==> config.mk <==
export PLATFORM = sky130hd
export DESIGN_NAME = perf_level_ctrl
export DESIGN_NICKNAME = d
export VERILOG_FILES = /design/src/rtl/plc_pkg.sv /design/src/rtl/plc_level_map.sv /design/src/rtl/plc_seq.sv /design/src/rtl/plc_load_cnt.sv /design/src/rtl/plc_apb_regs.sv /design/src/rtl/perf_level_ctrl.sv
export SDC_FILE = /design/constraint.sdc
export NUM_CORES = 1
export LEC_CHECK = 0
export BUFFER_PORTS_ARGS = -buffer_cell sky130_fd_sc_hd__buf_2
export CAP_MARGIN = 20
export CORE_MARGIN = 4
export CORE_UTILIZATION = 58
export CTS_CLUSTER_DIAMETER = 50
export DETAILED_ROUTE_END_ITERATION = 8
export GPL_ROUTABILITY_DRIVEN = 0
export HOLD_SLACK_MARGIN = 0.08
export PLACE_DENSITY = 0.78
export SLEW_MARGIN = 5
export SYNTH_ARGS = -nofsm -noshare
export SYNTH_HDL_FRONTEND = slang
export SYNTH_SLANG_ARGS = --single-unit
==> constraint.sdc <==
create_clock -name pclk -period 5.22 [get_ports pclk]
set_clock_uncertainty 0.1 [all_clocks]
set_input_delay 0.261 -clock pclk [delete_from_list [all_inputs] [get_ports pclk]]
set_output_delay 0.261 -clock pclk [all_outputs]
set_load 0.02 [all_outputs]
==> src/rtl/plc_pkg.sv <==
package plc_pkg;
  localparam int NLVL    = 8;
  localparam int LVL_W   = $clog2(NLVL);
  localparam int VC_W    = 4;
  localparam int CS_W    = 3;
  localparam int PCT_W   = 7;
  localparam int DATA_W  = 32;
  localparam int ADDR_W  = 5;
  localparam int CNT_W   = 32;
  localparam int PCT_MAX = 100;

  typedef enum logic [1:0] {
    ST_IDLE  = 2'd0,
    ST_RAISE = 2'd1,
    ST_LOWER = 2'd2
  } seq_st_t;

  function automatic logic [PCT_W-1:0] lvl_thresh(input int unsigned i);
    return PCT_W'((i * PCT_MAX) / NLVL);
  endfunction
endpackage

==> src/rtl/plc_level_map.sv <==
module plc_level_map
  import plc_pkg::*;
(
  input  logic             clk,
  input  logic             rst_n,
  input  logic [PCT_W-1:0] req_pct,
  input  logic [PCT_W-1:0] cap_pct,
  output logic [LVL_W-1:0] tgt_idx
);
  logic [PCT_W-1:0] lim_req;
  logic [PCT_W-1:0] lim;
  logic [NLVL-1:0]  hit;

  always_comb begin
    lim_req = (req_pct > PCT_W'(PCT_MAX)) ? PCT_W'(PCT_MAX) : req_pct;
    lim     = (cap_pct < lim_req) ? cap_pct : lim_req;
  end

  for (genvar g = 0; g < NLVL; g++) begin : g_cmp
    assign hit[g] = (lvl_thresh(g) <= lim);
  end

  always_comb begin
    tgt_idx = '0;
    for (int i = 0; i < NLVL; i++) begin
      if (hit[i]) tgt_idx = LVL_W'(i);
    end
  end

  AST_TGT_UNDER_CAP: assert property (@(posedge clk) disable iff (!rst_n)
    lvl_thresh(tgt_idx) <= cap_pct);
endmodule

==> src/rtl/plc_seq.sv <==
module plc_seq
  import plc_pkg::*;
#(
  parameter int VMIN = 4
) (
  input  logic             clk,
  input  logic             rst_n,
  input  logic [LVL_W-1:0] tgt_idx,
  input  logic             v_ready,
  output logic [LVL_W-1:0] cur_idx,
  output logic [VC_W-1:0]  vcode,
  output logic [CS_W-1:0]  clk_sel,
  output logic             busy
);
  seq_st_t          st_q, st_n;
  logic [LVL_W-1:0] cur_q, cur_n, step_q, step_n;
  logic [VC_W-1:0]  vc_q, vc_n;
  logic [CS_W-1:0]  cs_q, cs_n;

  always_comb begin
    st_n   = st_q;
    cur_n  = cur_q;
    step_n = step_q;
    vc_n   = vc_q;
    cs_n   = cs_q;
    unique case (st_q)
      ST_IDLE: begin
        if (tgt_idx > cur_q) begin
          vc_n   = VC_W'(VMIN) + VC_W'(tgt_idx);
          step_n = tgt_idx;
          st_n   = ST_RAISE;
        end else if (tgt_idx < cur_q) begin
          cs_n   = CS_W'(tgt_idx);
          step_n = tgt_idx;
          st_n   = ST_LOWER;
        end
      end
      ST_RAISE: begin
        if (v_ready) begin
          cs_n  = CS_W'(step_q);
          cur_n = step_q;
          st_n  = ST_IDLE;
        end
      end
      ST_LOWER: begin
        vc_n  = VC_W'(VMIN) + VC_W'(step_q);
        cur_n = step_q;
        st_n  = ST_IDLE;
      end
      default: st_n = ST_IDLE;
    endcase
  end

  always_ff @(posedge clk or negedge rst_n) begin
    if (!rst_n) begin
      st_q   <= ST_IDLE;
      cur_q  <= '0;
      step_q <= '0;
      vc_q   <= VC_W'(VMIN);
      cs_q   <= '0;
    end else begin
      st_q   <= st_n;
      cur_q  <= cur_n;
      step_q <= step_n;
      vc_q   <= vc_n;
      cs_q   <= cs_n;
    end
  end

  assign cur_idx = cur_q;
  assign vcode   = vc_q;
  assign clk_sel = cs_q;
  assign busy    = (st_q != ST_IDLE) || (cur_q != tgt_idx);

  AST_CLK_UP_AFTER_READY: assert property (@(posedge clk) disable iff (!rst_n)
    (cs_q > $past(cs_q)) |-> $past(v_ready));
  AST_VOLT_COVERS_CLK: assert property (@(posedge clk) disable iff (!rst_n)
    vc_q >= VC_W'(VMIN) + VC_W'(cs_q));
  AST_LOWER_NO_WAIT: assert property (@(posedge clk) disable iff (!rst_n)
    (st_q == ST_LOWER) |=> (st_q == ST_IDLE));
  AST_SETTLED_POINT: assert property (@(posedge clk) disable iff (!rst_n)
    !busy |-> (vc_q == VC_W'(VMIN) + VC_W'(cur_q)) && (cs_q == CS_W'(cur_q)));
endmodule

==> src/rtl/plc_load_cnt.sv <==
module plc_load_cnt
  import plc_pkg::*;
(
  input  logic             clk,
  input  logic             rst_n,
  input  logic             clr,
  input  logic             active,
  output logic [CNT_W-1:0] total_cnt,
  output logic [CNT_W-1:0] busy_cnt
);
  logic [CNT_W-1:0] tot_n, bsy_n;

  always_comb begin
    tot_n = clr ? '0 : total_cnt + 1'b1;
    bsy_n = clr ? '0 : (active ? busy_cnt + 1'b1 : busy_cnt);
  end

  always_ff @(posedge clk or negedge rst_n) begin
    if (!rst_n) begin
      total_cnt <= '0;
      busy_cnt  <= '0;
    end else begin
      total_cnt <= tot_n;
      busy_cnt  <= bsy_n;
    end
  end

  AST_BUSY_LE_TOTAL: assert property (@(posedge clk) disable iff (!rst_n)
    busy_cnt <= total_cnt);
endmodule

==> src/rtl/plc_apb_regs.sv <==
module plc_apb_regs
  import plc_pkg::*;
(
  input  logic              clk,
  input  logic              rst_n,
  input  logic              psel,
  input  logic              penable,
  input  logic              pwrite,
  input  logic [ADDR_W-1:0] paddr,
  input  logic [DATA_W-1:0] pwdata,
  output logic [DATA_W-1:0] prdata,
  input  logic              busy,
  input  logic [LVL_W-1:0]  cur_idx,
  input  logic [LVL_W-1:0]  tgt_idx,
  input  logic [CNT_W-1:0]  total_cnt,
  input  logic [CNT_W-1:0]  busy_cnt,
  output logic [PCT_W-1:0]  req_pct,
  output logic [PCT_W-1:0]  cap_pct,
  output logic              cnt_clr
);
  localparam logic [2:0] A_REQ = 3'd0, A_CAP = 3'd1, A_STAT = 3'd2,
                         A_TOT = 3'd3, A_BSY = 3'd4;

  logic       wr_en;
  logic [2:0] word;
  logic       req_we, cap_we;

  assign word    = paddr[4:2];
  assign wr_en   = psel && penable && pwrite;
  assign req_we  = wr_en && (word == A_REQ);
  assign cap_we  = wr_en && (word == A_CAP);
  assign cnt_clr = wr_en && (word == A_TOT);

  always_ff @(posedge clk or negedge rst_n) begin
    if (!rst_n) begin
      req_pct <= '0;
      cap_pct <= PCT_W'(PCT_MAX);
    end else begin
      if (req_we) req_pct <= pwdata[PCT_W-1:0];
      if (cap_we) cap_pct <= pwdata[PCT_W-1:0];
    end
  end

  always_comb begin
    prdata = '0;
    if (psel && !pwrite) begin
      unique case (word)
        A_REQ:   prdata[PCT_W-1:0] = req_pct;
        A_CAP:   prdata[PCT_W-1:0] = cap_pct;
        A_STAT: begin
          prdata[0]         = busy;
          prdata[4+:LVL_W]  = cur_idx;
          prdata[8+:LVL_W]  = tgt_idx;
        end
        A_TOT:   prdata = DATA_W'(total_cnt);
        A_BSY:   prdata = DATA_W'(busy_cnt);
        default: prdata = '0;
      endcase
    end
  end
endmodule

==> src/rtl/perf_level_ctrl.sv <==
module perf_level_ctrl
  import plc_pkg::*;
#(
  parameter int VMIN = 4
) (
  input  logic              pclk,
  input  logic              presetn,
  input  logic              psel,
  input  logic              penable,
  input  logic              pwrite,
  input  logic [ADDR_W-1:0] paddr,
  input  logic [DATA_W-1:0] pwdata,
  output logic [DATA_W-1:0] prdata,
  input  logic              v_ready,
  input  logic              cpu_active,
  output logic [VC_W-1:0]   vcode,
  output logic [CS_W-1:0]   clk_sel
);
  logic [PCT_W-1:0] req_pct, cap_pct;
  logic [LVL_W-1:0] tgt_idx, cur_idx;
  logic             busy, cnt_clr;
  logic [CNT_W-1:0] total_cnt, busy_cnt;

  plc_apb_regs u_regs (
    .clk(pclk), .rst_n(presetn), .psel(psel), .penable(penable),
    .pwrite(pwrite), .paddr(paddr), .pwdata(pwdata), .prdata(prdata),
    .busy(busy), .cur_idx(cur_idx), .tgt_idx(tgt_idx),
    .total_cnt(total_cnt), .busy_cnt(busy_cnt),
    .req_pct(req_pct), .cap_pct(cap_pct), .cnt_clr(cnt_clr)
  );

  plc_level_map u_map (
    .clk(pclk), .rst_n(presetn), .req_pct(req_pct), .cap_pct(cap_pct),
    .tgt_idx(tgt_idx)
  );

  plc_seq #(.VMIN(VMIN)) u_seq (
    .clk(pclk), .rst_n(presetn), .tgt_idx(tgt_idx), .v_ready(v_ready),
    .cur_idx(cur_idx), .vcode(vcode), .clk_sel(clk_sel), .busy(busy)
  );

  plc_load_cnt u_cnt (
    .clk(pclk), .rst_n(presetn), .clr(cnt_clr), .active(cpu_active),
    .total_cnt(total_cnt), .busy_cnt(busy_cnt)
  );
endmodule

==> results of run 1 <==
cell families after synthesis:
| kind of cell | after synthesis | synth area share |
|---|---|---|
| xor+xnor | 53 | 0.0824 |
| compound gates | 136 | 0.178 |
| simple gates | 266 | 0.228 |
| fa+ha+maj | 10 | 0.0222 |
| buf+inv | 52 | 0.0388 |
| mux | 19 | 0.0368 |
| flops | 93 | 0.414 |
metrics by stage:
step | setup WS (ns) | total power, mW | instances | instance area, um^2
floorplan | 1.04 | 1.95 | 629 | 5640
global placement | 0.523 | 2.18 | 783 | 5970
detailed placement | 0.423 | 2.23 | 784 | 5990
CTS | 0.224 | 2.79 | 809 | 6300
global route | 0.0536 | 3.00 | 809 | 6310
finish | 0.337 | 2.80 | 809 | 6310
per-layer routing:
layer,routed length (um),track usage,vias to the layer above
li1,-,-,2293
met1,6040,0.346,2297
met2,6150,0.386,134
met3,704,0.0439,26
met4,293,0.0813,0
met5,0,0,-
cell usage after synthesis (all sizes together) (8+ instances only):
| cell | count |
|---|---|
| and3 | 11 |
| o21ai | 32 |
| dfrtp | 89 |
| nor2 | 112 |
| nand4 | 8 |
| a21oi | 28 |
| inv | 15 |
| nand3 | 30 |
| a22oi | 32 |
| or3 | 10 |
| nand2 | 46 |
| mux2 | 14 |
| xor2 | 39 |
| nor2b | 12 |
| xnor2 | 14 |
| buf | 16 |
| clkbuf | 21 |
| ha | 10 |
sequential cells by signal, indices dropped and copies added (netlist names):
register	cells
u_cnt.busy_cnt	32
u_cnt.total_cnt	32
u_regs.cap_pct	7
u_regs.req_pct	7
u_seq.vcode	4
u_seq.clk_sel	3
u_seq.cur_idx	3
u_seq.step_q	3
u_seq.st_q	2
power by group through the flow:
stage,clock (mW),sequential [mW],combinational (mW)
after floorplan,0,1.11,0.848
after global placement,0,1.16,1.02
after detailed placement,0,1.17,1.06
after CTS,0.557,1.16,1.08
after global routing,0.590,1.19,1.22
final,0.545,1.16,1.09
path summary, 6_finish.rpt:
| kind | startpoint | to | cells past startpoint |
|---|---|---|---|
| worst min register to register | u_seq.vcode[2] | u_seq.vcode[2] | 2 |
| max in group asynchronous | presetn | u_cnt.busy_cnt[3] | 3 |
| worst max register to register | u_regs.req_pct[5] | u_seq.vcode[2] | 19 |
| worst max-delay path | u_regs.req_pct[5] | prdata[0] | 19 |
| worst min-delay path | cpu_active | u_cnt.busy_cnt[0] | 3 |
| min in group asynchronous | presetn | u_seq.vcode[3] | 2 |
worst register-to-register path, delay by kind of cell (launching register included):
family / cells / cell delay (ns)
simple gates: 6 / 1.01
fa+ha+maj: 2 / 0.47
flops: 1 / 0.58
compound gates: 10 / 2.51
buf+inv: 1 / 0.04
what timing repair did:
action	in CTS	in global routing
endpoints found under the hold margin	36	0
hold buffers	9	0
resized for setup	0	1
endpoints found under the setup margin	0	2
final cells by class:
type / instances / area [um^2] / area share
inverters: 15 / 56.3 / 0.00892
flip-flops and latches: 93 / 2330 / 0.370
repair buffers: 72 / 440 / 0.0698
clock inverters: 6 / 95.1 / 0.0151
multi-input cells: 484 / 3100 / 0.491
well taps: 129 / 161 / 0.0256
clock buffers: 10 / 128 / 0.0202
==> results.md, run 1 <==
* Top delay family on crit path: compound AO/OA/AOI/OAI gates
* CP Cell Sequence: nand2_2 > nand2_1 > ha_1 > a21o_1 > a211oi_2 > a2bb2oi_4 > nor2_1 > o31ai_1 > nand4_1 > o221ai_4 > ha_1 > nand3_1 > nor3_1 > nor2_1 > a21oi_1 > o21ai_0 > o21ai_0 > nor2_1 > buf_2
* Final Slew Violations at 0
* Remaining global-route overflow at 0
* Vias in the first global route at 4690
* Initial DRC Count at 316
* Period minus WS final at 4.88 ns
* Core Rows at 35
* Cell with the largest stage delay on the worst path: dfrtp_1
* TritonCTS clock tree: done
* Fraction of layout cells with a size suffix above 1 at 0.176
* First-pass GRT wire length at 22800 um
* Reg2reg setup slack at 0.44 ns
* Net Sw Frac at 0.405
* RSZ-0062 raised after global routing: no
* Commonest non-fill, non-tap cell in the layout: nor2_1
* Area growth syn-to-layout at 12.0%
* Netlist cell types at 71
* Crit end category: output port
* Worst path max stage delay at 0.58 ns
* Die area at 0.0114 mm^2
* GRT Total Usage at 0.246
* Top cell type's share of synthesized area at 0.395
* Largest net degree at the start of global routing at 73
* Final Net Count at 729
* Yosys warning total at 0
* Fin. Hold Viols at 0
* Comb pwr share at 0.391
* Cells after synthesis at 629
* Arrival @ worst endpoint at 4.52 ns
* Post-route clock period utilization at 0.935
* Type of origin of the critical path: flip-flop
* Final antenna-violating net count at 0
* Synth area leader: dfrtp_1
* Worst skew pair latency at 0.37 ns
* Commonest non-fill, non-tap cells in the layout: nor2_1 (112), dfrtp_1 (89), buf_2 (54)
* Number of flops mapped to enable cells by yosys at 0
* Syn nets at 683
* Initial antenna violation count at 0
* Primary FF master, synth: dfrtp_1
* Rel. slew slack at 0.330
* Cell Int Power at 1.67 mW
* Worst hold margin at 0.152 ns
* Drt pass-1 iters at 5
* CTS H-tree depth at 3
* CTS Buf Count at 9
* Sw Pwr at 1.13 mW
* Final setup fails at 0
* Setup Total Neg Slack at 0 ns
* Clock power share at 0.195
* Top cells by area, synth: dfrtp_1 (40%), nor2_1 (7.5%), xor2_1 (6.1%)
* Clock sinks at 93
* Avg WL per Cell at 16.3 um
* DRT Wirelength at 13200 um
* N_diodes at 0
* Synthesized area per cell at 8.96 um^2
* Drt via density at 5.87
* Clk buf depth at 2
* Vias after detailed routing at 4750
* Outcome: complete, no violations
* Util after Layout at 0.673
* Final HPWL DP at 9190 um
* WS Path Type: reg2out
* Die X-Extent at 107 um
* Post-route DRC at 0
* FFs w/ async S/R, synth at 1.00
* Worst hold-check path type: in2reg
* Power per cell area at 444 mW/mm^2
* Total core area at 0.00937 mm^2
* Setup bufs post-CTS at 0
* Flop pwr share at 0.415
* Post-synthesis sequential area ratio at 0.414
* CTS root buf: clkbuf_8
* Fill count at 776
* Post-Syn Area at 0.00564 mm^2
* Peak supply drop at 0.268 mV
* Worst-path maximum fanout at 15
* Fmax at 205 MHz
* Max cap viols at 0
* DIE HEIGHT at 107 um
* #FFs+latches synth at 93
* Worst-path clk slew at 0.09 ns
* Leak at 2.77 nW
* PortBufs at 55
* Most used cell, CP: nor2_1
* Buf+Inv Stages, Crit Path at 1
* Slew at the pin closest to its max-slew limit at 1.01 ns
* IO Pins at 83
* Required time worst endpoint at 4.86 ns
* Starting Density at 0.601
No activity file was read; power rests on OpenSTA's default activity.
==> inputs of run 2 (changes only) <==
--- a/config.mk
+++ b/config.mk
@@ -5,6 +5,7 @@
 export SDC_FILE = /design/constraint.sdc
 export NUM_CORES = 1
 export LEC_CHECK = 0
+export ABC_AREA = 1
 export BUFFER_PORTS_ARGS = -buffer_cell sky130_fd_sc_hd__buf_2
 export CAP_MARGIN = 20
 export CORE_MARGIN = 4
==> run 2 against run 1 <==
Compared with the run above:
- power decreased by 4.8%
- wire length increased by 11%
- sequential cell count unchanged
- first-iteration DRC count increased by 47%
- core utilization decreased by 0.17 points
- combinational power about the same
- area after synthesis increased by 1.9%
- sequential power decreased by 10%
- worst setup slack improved by 0.11 ns
- cell count increased by 24%
- critical path depth increased by 10
- die area increased by 1.8%
- critical path type unchanged
- critical endpoint unchanged
==> results.md, run 2 <==
* Outcome: complete, no violations (unchanged)
* CTS H-tree depth at 3 (unchanged)
* Buf+Inv Stages, Crit Path at 5 (was 1)
* Post-synthesis sequential area ratio at 0.406 (was 0.414)
* Final HPWL DP at 10700 um (was 9190 um)
* CTS root buf: clkbuf_8 (unchanged)
* Avg WL per Cell at 14.6 um (was 16.3 um)
* Area growth syn-to-layout at 13.8% (was 12.0%)
* Fill count at 831 (was 776)
* Commonest non-fill, non-tap cell in the layout: nand2_1 (was nor2_1)
* Comb pwr share at 0.411 (was 0.391)
* Clk buf depth at 2 (unchanged)
* Vias after detailed routing at 5612 (was 4750)
* Peak supply drop at 0.217 mV (was 0.268 mV)
* PortBufs at 55 (unchanged)
* Core Rows at 36 (was 35)
* Worst skew pair latency at 0.36 ns (was 0.37 ns)
* Crit path to: prdata[0] (unchanged)
* Initial DRC Count at 465 (was 316)
* Sw Pwr at 1.11 mW (was 1.13 mW)
* Clock sinks at 93 (unchanged)
* Worst-path maximum fanout at 9 (was 15)
* Post-CTS Resized at 0 (unchanged)
* Die X-Extent at 108 um (was 107 um)
* Final Slew Violations at 0 (unchanged)
* Period minus WS final at 4.77 ns (was 4.88 ns)
* Worst hold-check path type: in2reg (unchanged)
* Syn nets at 852 (was 683)
* Reg-to-Reg End: u_seq.clk_sel[1] (was u_seq.vcode[2])
* TritonCTS clock tree: done (unchanged)
* WS Path Type: reg2out (unchanged)
* Most common cell in the synthesized netlist: nand2_1 (was nor2_1)
* Post-Syn Area at 0.00574 mm^2 (was 0.00564 mm^2)
* Fin. Hold Viols at 0 (unchanged)
* Starting Density at 0.590 (was 0.601)
* Netlist cell types at 43 (was 71)
* Number of flops mapped to enable cells by yosys at 0 (unchanged)
* Remaining global-route overflow at 0 (unchanged)
* Post-route clock period utilization at 0.914 (was 0.935)
* Cell with the largest stage delay on the worst path: dfrtp_1 (unchanged)
* Top cell type's share of synthesized area at 0.388 (was 0.395)
* Max cap viols at 0 (unchanged)
* FFs w/ async S/R, synth at 1.00 (unchanged)
* Cells after synthesis at 798 (was 629)
* IO Pins at 83 (unchanged)
* CTS Buf Count at 9 (unchanged)
* Top cells by area, synth: dfrtp_1 (39%), nand2_1 (12%), inv_1 (6.5%) (was dfrtp_1 (40%), nor2_1 (7.5%), xor2_1 (6.1%))
* Leak at 2.97 nW (was 2.77 nW)
* Commonest non-fill, non-tap cells in the layout: nand2_1 (182), inv_1 (99), dfrtp_1 (89) (was nor2_1 (112), dfrtp_1 (89), buf_2 (54))
* Clock power share at 0.200 (was 0.195)
* Final Net Count at 916 (was 729)
* Type of origin of the critical path: flip-flop (unchanged)
* Top delay family on crit path: simple AND/OR/NAND/NOR gates (was compound AO/OA/AOI/OAI gates)
* Final setup fails at 0 (unchanged)
* Synthesized area per cell at 7.20 um^2 (was 8.96 um^2)
* Synth area leader: dfrtp_1 (unchanged)
* Worst reg-to-reg path cell count at 29 (was 19)
* Setup Total Neg Slack at 0 ns (unchanged)
* Initial antenna violation count at 0 (unchanged)
* Vias in the first global route at 5380 (was 4690)
* Largest regs: u_cnt.busy_cnt: 32 flops, u_cnt.total_cnt: 32 flops (unchanged)
* Primary FF master, synth: dfrtp_1 (unchanged)
* Final antenna-violating net count at 0 (unchanged)
* Die area at 0.0116 mm^2 (was 0.0114 mm^2)
* Instance count on the critical path at 29 (was 19)
* Flop pwr share at 0.388 (was 0.415)
* GRT Total Usage at 0.263 (was 0.246)
* Net Sw Frac at 0.417 (was 0.405)
* Post-route DRC at 0 (unchanged)
* Fmax at 210 MHz (was 205 MHz)
* Rel. slew slack at 0.382 (was 0.330)
* DRT Wirelength at 14600 um (was 13200 um)
* #FFs+latches synth at 93 (unchanged)
* Slew at the pin closest to its max-slew limit at 0.926 ns (was 1.01 ns)
* Reg2reg setup slack at 0.76 ns (was 0.44 ns)
* Crit end category: output port (unchanged)
* Cell Int Power at 1.55 mW (was 1.67 mW)
* N_diodes at 0 (unchanged)
* Fraction of layout cells with a size suffix above 1 at 0.159 (was 0.176)
* Worst r2r src: u_regs.req_pct[3] (was u_regs.req_pct[5])
* Worst path max stage delay at 0.40 ns (was 0.58 ns)
* Drt via density at 5.61 (was 5.87)
* Yosys warning total at 0 (unchanged)
* DIE HEIGHT at 108 um (was 107 um)
* First-pass GRT wire length at 24400 um (was 22800 um)
* Setup WS pre-CTS at 0.809 ns (was 0.423 ns)
* Most used cell, CP: nand2_1 (was nor2_1)
* Setup ws final at 0.451 ns (was 0.337 ns)
* Required time worst endpoint at 4.86 ns (about the same)
* RSZ-0062 raised after global routing: no (unchanged)
* Top cells by count, synth: nand2_1 (182), inv_1 (99), dfrtp_1 (89), nor2_1 (84), a21oi_1 (74) (was nor2_1 (112), dfrtp_1 (89), nand2_1 (45), xor2_1 (39), a22oi_1 (32))
* Arrival @ worst endpoint at 4.41 ns (was 4.52 ns)
* Drt pass-1 iters at 8 (was 5)
* Worst-path clk slew at 0.10 ns (was 0.09 ns)
* Power per cell area at 408 mW/mm^2 (was 444 mW/mm^2)
* Largest net degree at the start of global routing at 74 (was 73)
* Total core area at 0.00973 mm^2 (was 0.00937 mm^2)
* Critical Path Start: u_regs.req_pct[3] (was u_regs.req_pct[5])
[run 2: changes by cell type after synthesis, moves of 14 or more]
| cell | delta |
|---|---|
| a21oi_1 | +48 |
| a22oi_1 | -32 |
| inv_1 | +84 |
| mux2_2 | -14 |
| nand2_1 | +137 |
| nor2_1 | -28 |
| nor3_1 | +18 |
| o21ai_0 | +31 |
| xnor2_1 | -14 |
| xor2_1 | -36 |
[run 2: worst min-delay path by stage]
stage / from / to / cells after the start
2_1_floorplan: presetn / u_cnt.busy_cnt[0] / 0
3_3_place_gp: presetn / u_regs.req_pct[4] / 1
3_5_place_dp: presetn / u_regs.req_pct[5] / 1
4_1_cts: cpu_active / u_cnt.busy_cnt[0] / 3
5_1_grt: cpu_active / u_cnt.busy_cnt[1] / 3
6_report: cpu_active / u_cnt.busy_cnt[0] / 3
[run 2: what timing repair did]
item	4_1_cts	5_1_grt
setup endpoints to repair	0	1
endpoints found under the hold margin	35	0
hold buffers	9	0
setup buffers	0	1
[run 2: per-stage QoR]
stage	std cells	util	total power [mW]	hold slack (ns)	instance area, um^2
after detailed placement	973	0.635	2.10	0.0596	6180
final	1000	0.672	2.67	0.117	6540
after global routing	1000	0.672	2.88	0.119	6540
after global placement	972	0.632	2.05	0.0538	6150
after CTS	998	0.667	2.64	0.0997	6490
after floorplan	798	-	1.83	-0.135	5740
[run 2: cell type report]
| type | instances | area, um^2 | share of cell area |
|---|---|---|---|
| Clock buffer | 13 | 149 | 0.0228 |
| Sequential cell | 93 | 2330 | 0.357 |
| Multi-Input combinational cell | 579 | 2940 | 0.451 |
| Clock inverter | 3 | 68.8 | 0.0105 |
| Inverter | 109 | 409 | 0.0626 |
| Tap cell | 133 | 166 | 0.0255 |
| Timing Repair Buffer | 70 | 465 | 0.0712 |
[run 2: cell families after synthesis]
family          synth area share
compound gates             0.169
xor+xnor                 0.00458
fa+ha+maj                 0.0218
buf+inv                   0.0823
flops                      0.406
simple gates               0.316
[run 2: metal layers]
| metal | up-vias | GRT usage | part of all wire |
|---|---|---|---|
| met5 | - | 0 | 0 |
| met4 | 0 | 0.111 | 0.030 |
| met3 | 38 | 0.0378 | 0.046 |
| met2 | 160 | 0.440 | 0.49 |
| met1 | 2662 | 0.341 | 0.43 |
| li1 | 2752 | - | - |
[run 2: power by group through the flow]
stage | Combinational, mW | Clock (mW) | Sequential (mW)
finish | 1.10 | 0.535 | 1.04
global route | 1.25 | 0.574 | 1.06
global placement | 1.01 | 0 | 1.04
detailed placement | 1.06 | 0 | 1.05
floorplan | 0.792 | 0 | 1.04
CTS | 1.07 | 0.545 | 1.03
[run 2: worst min-delay path: stages]
cell and delay (ns):
buf_2 0.13, nand3_1 0.08, o21ai_0 0.07
==> inputs of run 3 (changes only) <==
--- a/config.mk
+++ b/config.mk
@@ -8,8 +8,10 @@
 export ABC_AREA = 1
 export BUFFER_PORTS_ARGS = -buffer_cell sky130_fd_sc_hd__buf_2
 export CAP_MARGIN = 20
+export CELL_PAD_IN_SITES_DETAIL_PLACEMENT = 1
+export CELL_PAD_IN_SITES_GLOBAL_PLACEMENT = 1
 export CORE_MARGIN = 4
-export CORE_UTILIZATION = 58
+export CORE_UTILIZATION = 42
 export CTS_CLUSTER_DIAMETER = 50
 export DETAILED_ROUTE_END_ITERATION = 8
 export GPL_ROUTABILITY_DRIVEN = 0
==> run 3 against run 2 <==
Compared with the run above:
- count of clock-buffer cells in the layout shrank 3
- first-iteration DRC count shrank 34%
- critical path depth shrank 1
- die area grew 35%
- sequential share of layout area shrank 0.98 points
- critical path type unchanged
- critical endpoint unchanged
- largest cell class unchanged
- largest power group unchanged
- highest routed layer unchanged
==> results.md, run 3 (synthesis results as in run 2) <==
* Arrival @ worst endpoint at 4.51 ns (was 4.41 ns)
* Clk buf depth at 2 (unchanged)
* Top delay family on crit path: simple AND/OR/NAND/NOR gates (unchanged)
* Final Net Count at 918 (was 916)
* Buf+Inv Stages, Crit Path at 4 (was 5)
* TritonCTS clock tree: done (unchanged)
* Final Slew Violations at 0 (unchanged)
* Crit end category: output port (unchanged)
* Starting Density at 0.432 (was 0.590)
* Required time worst endpoint at 4.86 ns (about the same)
* IO Pins at 83 (unchanged)
* Commonest non-fill, non-tap cell in the layout: nand2_1 (unchanged)
* Net Sw Frac at 0.412 (was 0.417)
* Leak at 3.02 nW (was 2.97 nW)
* Avg WL per Cell at 17.3 um (was 14.6 um)
* Post-route DRC at 0 (unchanged)
* Worst-path maximum fanout at 9 (unchanged)
* Commonest non-fill, non-tap cells in the layout: nand2_1 (182), inv_1 (99), dfrtp_1 (89) (unchanged)
* Rel. slew slack at 0.365 (was 0.382)
* Fmax at 205 MHz (was 210 MHz)
* Remaining global-route overflow at 0 (unchanged)
* CTS root buf: clkbuf_16 (was clkbuf_8)
* PortBufs at 55 (unchanged)
* Type of origin of the critical path: flip-flop (unchanged)
* N_diodes at 0 (unchanged)
* Drt pass-1 iters at 4 (was 8)
* Initial antenna violation count at 0 (unchanged)
* Vias after detailed routing at 5740 (was 5612)
* Drt via density at 5.49 (was 5.61)
* Initial DRC Count at 309 (was 465)
* Flop pwr share at 0.349 (was 0.388)
* Period minus WS final at 4.87 ns (was 4.77 ns)
* Worst path max stage delay at 0.42 ns (was 0.40 ns)
* Clock sinks at 93 (unchanged)
* Final antenna-violating net count at 0 (unchanged)
* Placed insts at 1017 (was 973)
* Final setup fails at 0 (unchanged)
* Fraction of layout cells with a size suffix above 1 at 0.168 (was 0.159)
* DIE HEIGHT at 125 um (was 108 um)
* Most used cell, CP: nand2_1 (unchanged)
* Clock power share at 0.261 (was 0.200)
* Total core area at 0.0133 mm^2 (was 0.00973 mm^2)
* DRT Wirelength at 18100 um (was 14600 um)
* Setup Total Neg Slack at 0 ns (unchanged)
* Die X-Extent at 125 um (was 108 um)
* Slew at the pin closest to its max-slew limit at 0.952 ns (was 0.926 ns)
* Worst hold-check path type: in2reg (unchanged)
* Area growth syn-to-layout at 17.0% (was 13.8%)
* Sw Pwr at 1.23 mW (was 1.11 mW)
* Power per cell area at 446 mW/mm^2 (was 408 mW/mm^2)
* Peak supply drop at 0.161 mV (was 0.217 mV)
* Worst-path clk slew at 0.08 ns (was 0.10 ns)
* CTS H-tree depth at 3 (unchanged)
* Core Rows at 42 (was 36)
* Post-route clock period utilization at 0.933 (was 0.914)
* Cell with the largest stage delay on the worst path: dfrtp_1 (unchanged)
* WS Path Type: reg2out (unchanged)
* Worst skew pair latency at 0.36 ns (about the same)
* Largest net degree at the start of global routing at 72 (was 74)
* Final HPWL DP at 13000 um (was 10700 um)
* Max cap viols at 0 (unchanged)
* GRT Total Usage at 0.236 (was 0.263)
* Cell Int Power at 1.76 mW (was 1.55 mW)
* Largest regs: u_cnt.busy_cnt: 32 flops, u_cnt.total_cnt: 32 flops (unchanged)
* Vias in the first global route at 6112 (was 5380)
* Comb pwr share at 0.390 (was 0.411)
* Outcome: complete, no violations (unchanged)
* First-pass GRT wire length at 30200 um (was 24400 um)
* Die area at 0.0156 mm^2 (was 0.0116 mm^2)
* Cell Count, Final, Fillers Out at 1045 (was 1000)
* CTS Buf Count at 9 (unchanged)
* Reg2reg setup slack at 0.63 ns (was 0.76 ns)
* Fin. Hold Viols at 0 (unchanged)
run 3: cell types whose count changed in the layout (fill, tap and decap cells not counted), sizes merged:
cell,change
bufinv,+1
buf,+2
clkbuf,-3
clkinvlp,+2
run 3: path summary, 6_finish.rpt:
check / depth (start not counted) / endpoint / from
max: 28 / prdata[0] / u_regs.req_pct[3]
min: 3 / u_cnt.busy_cnt[0] / cpu_active
max reg2reg: 34 / u_seq.clk_sel[1] / u_regs.req_pct[3]
min reg2reg: 1 / u_cnt.busy_cnt[31] / u_cnt.busy_cnt[31]
max in group asynchronous: 3 / u_cnt.total_cnt[26] / presetn
min in group asynchronous: 2 / u_regs.req_pct[2] / presetn
run 3: through the flow:
stage               power, mW  cell area (um^2)  setup slack [ns]  hold slack, ns   util
floorplan                1.83              5740              1.36          -0.135      -
global placement         2.08              6220             0.832          0.0744  0.468
detailed placement       2.16              6220             0.655          0.0817  0.468
CTS                      2.95              6660             0.319           0.139  0.501
global route             3.23              6720            -0.134           0.160  0.505
finish                   3.00              6720             0.348           0.145  0.505
run 3: worst reg2reg max path, delay by kind of cell (launching register included):
kind	cells	cell delay, ns
buffers and inverters	6	0.59
AND/OR/NAND/NOR	19	1.94
flip-flops	1	0.42
adder cells (fa/ha/maj)	2	0.45
AO/OA/AOI/OAI	7	1.02
run 3: power groups by stage:
stage	sequential, mW	clock, mW	combinational [mW]
after global routing	1.07	0.831	1.33
after floorplan	1.04	0	0.792
final	1.04	0.782	1.17
after global placement	1.04	0	1.04
after detailed placement	1.05	0	1.11
after CTS	1.04	0.790	1.12
run 3: area by class of cell:
type | instances | area (um^2)
Clock inverter | 6 | 110
Tap cell | 176 | 220
Sequential cell | 93 | 2330
Timing Repair Buffer | 72 | 443
Inverter | 109 | 409
Fill cell | 1728 | 6580
Multi-Input combinational cell | 579 | 2970
Clock buffer | 10 | 239
run 3: timing repair:
| item | 4_1_cts | 5_1_grt |
|---|---|---|
| buffers inserted | 0 | 3 |
| hold buffers | 9 | 0 |
| endpoints found under the setup margin | 0 | 5 |
| resized for setup | 0 | 6 |
| endpoints found under the hold margin | 36 | 0 |
run 3: metal layers:
metal / vias up / wire length, um / global-route usage
met1: 2826 / 7760 / 0.287
met2: 114 / 9170 / 0.417
met3: 39 / 674 / 0.0490
met5: - / 0 / 0
li1: 2761 / - / -
met4: 0 / 485 / 0.0797
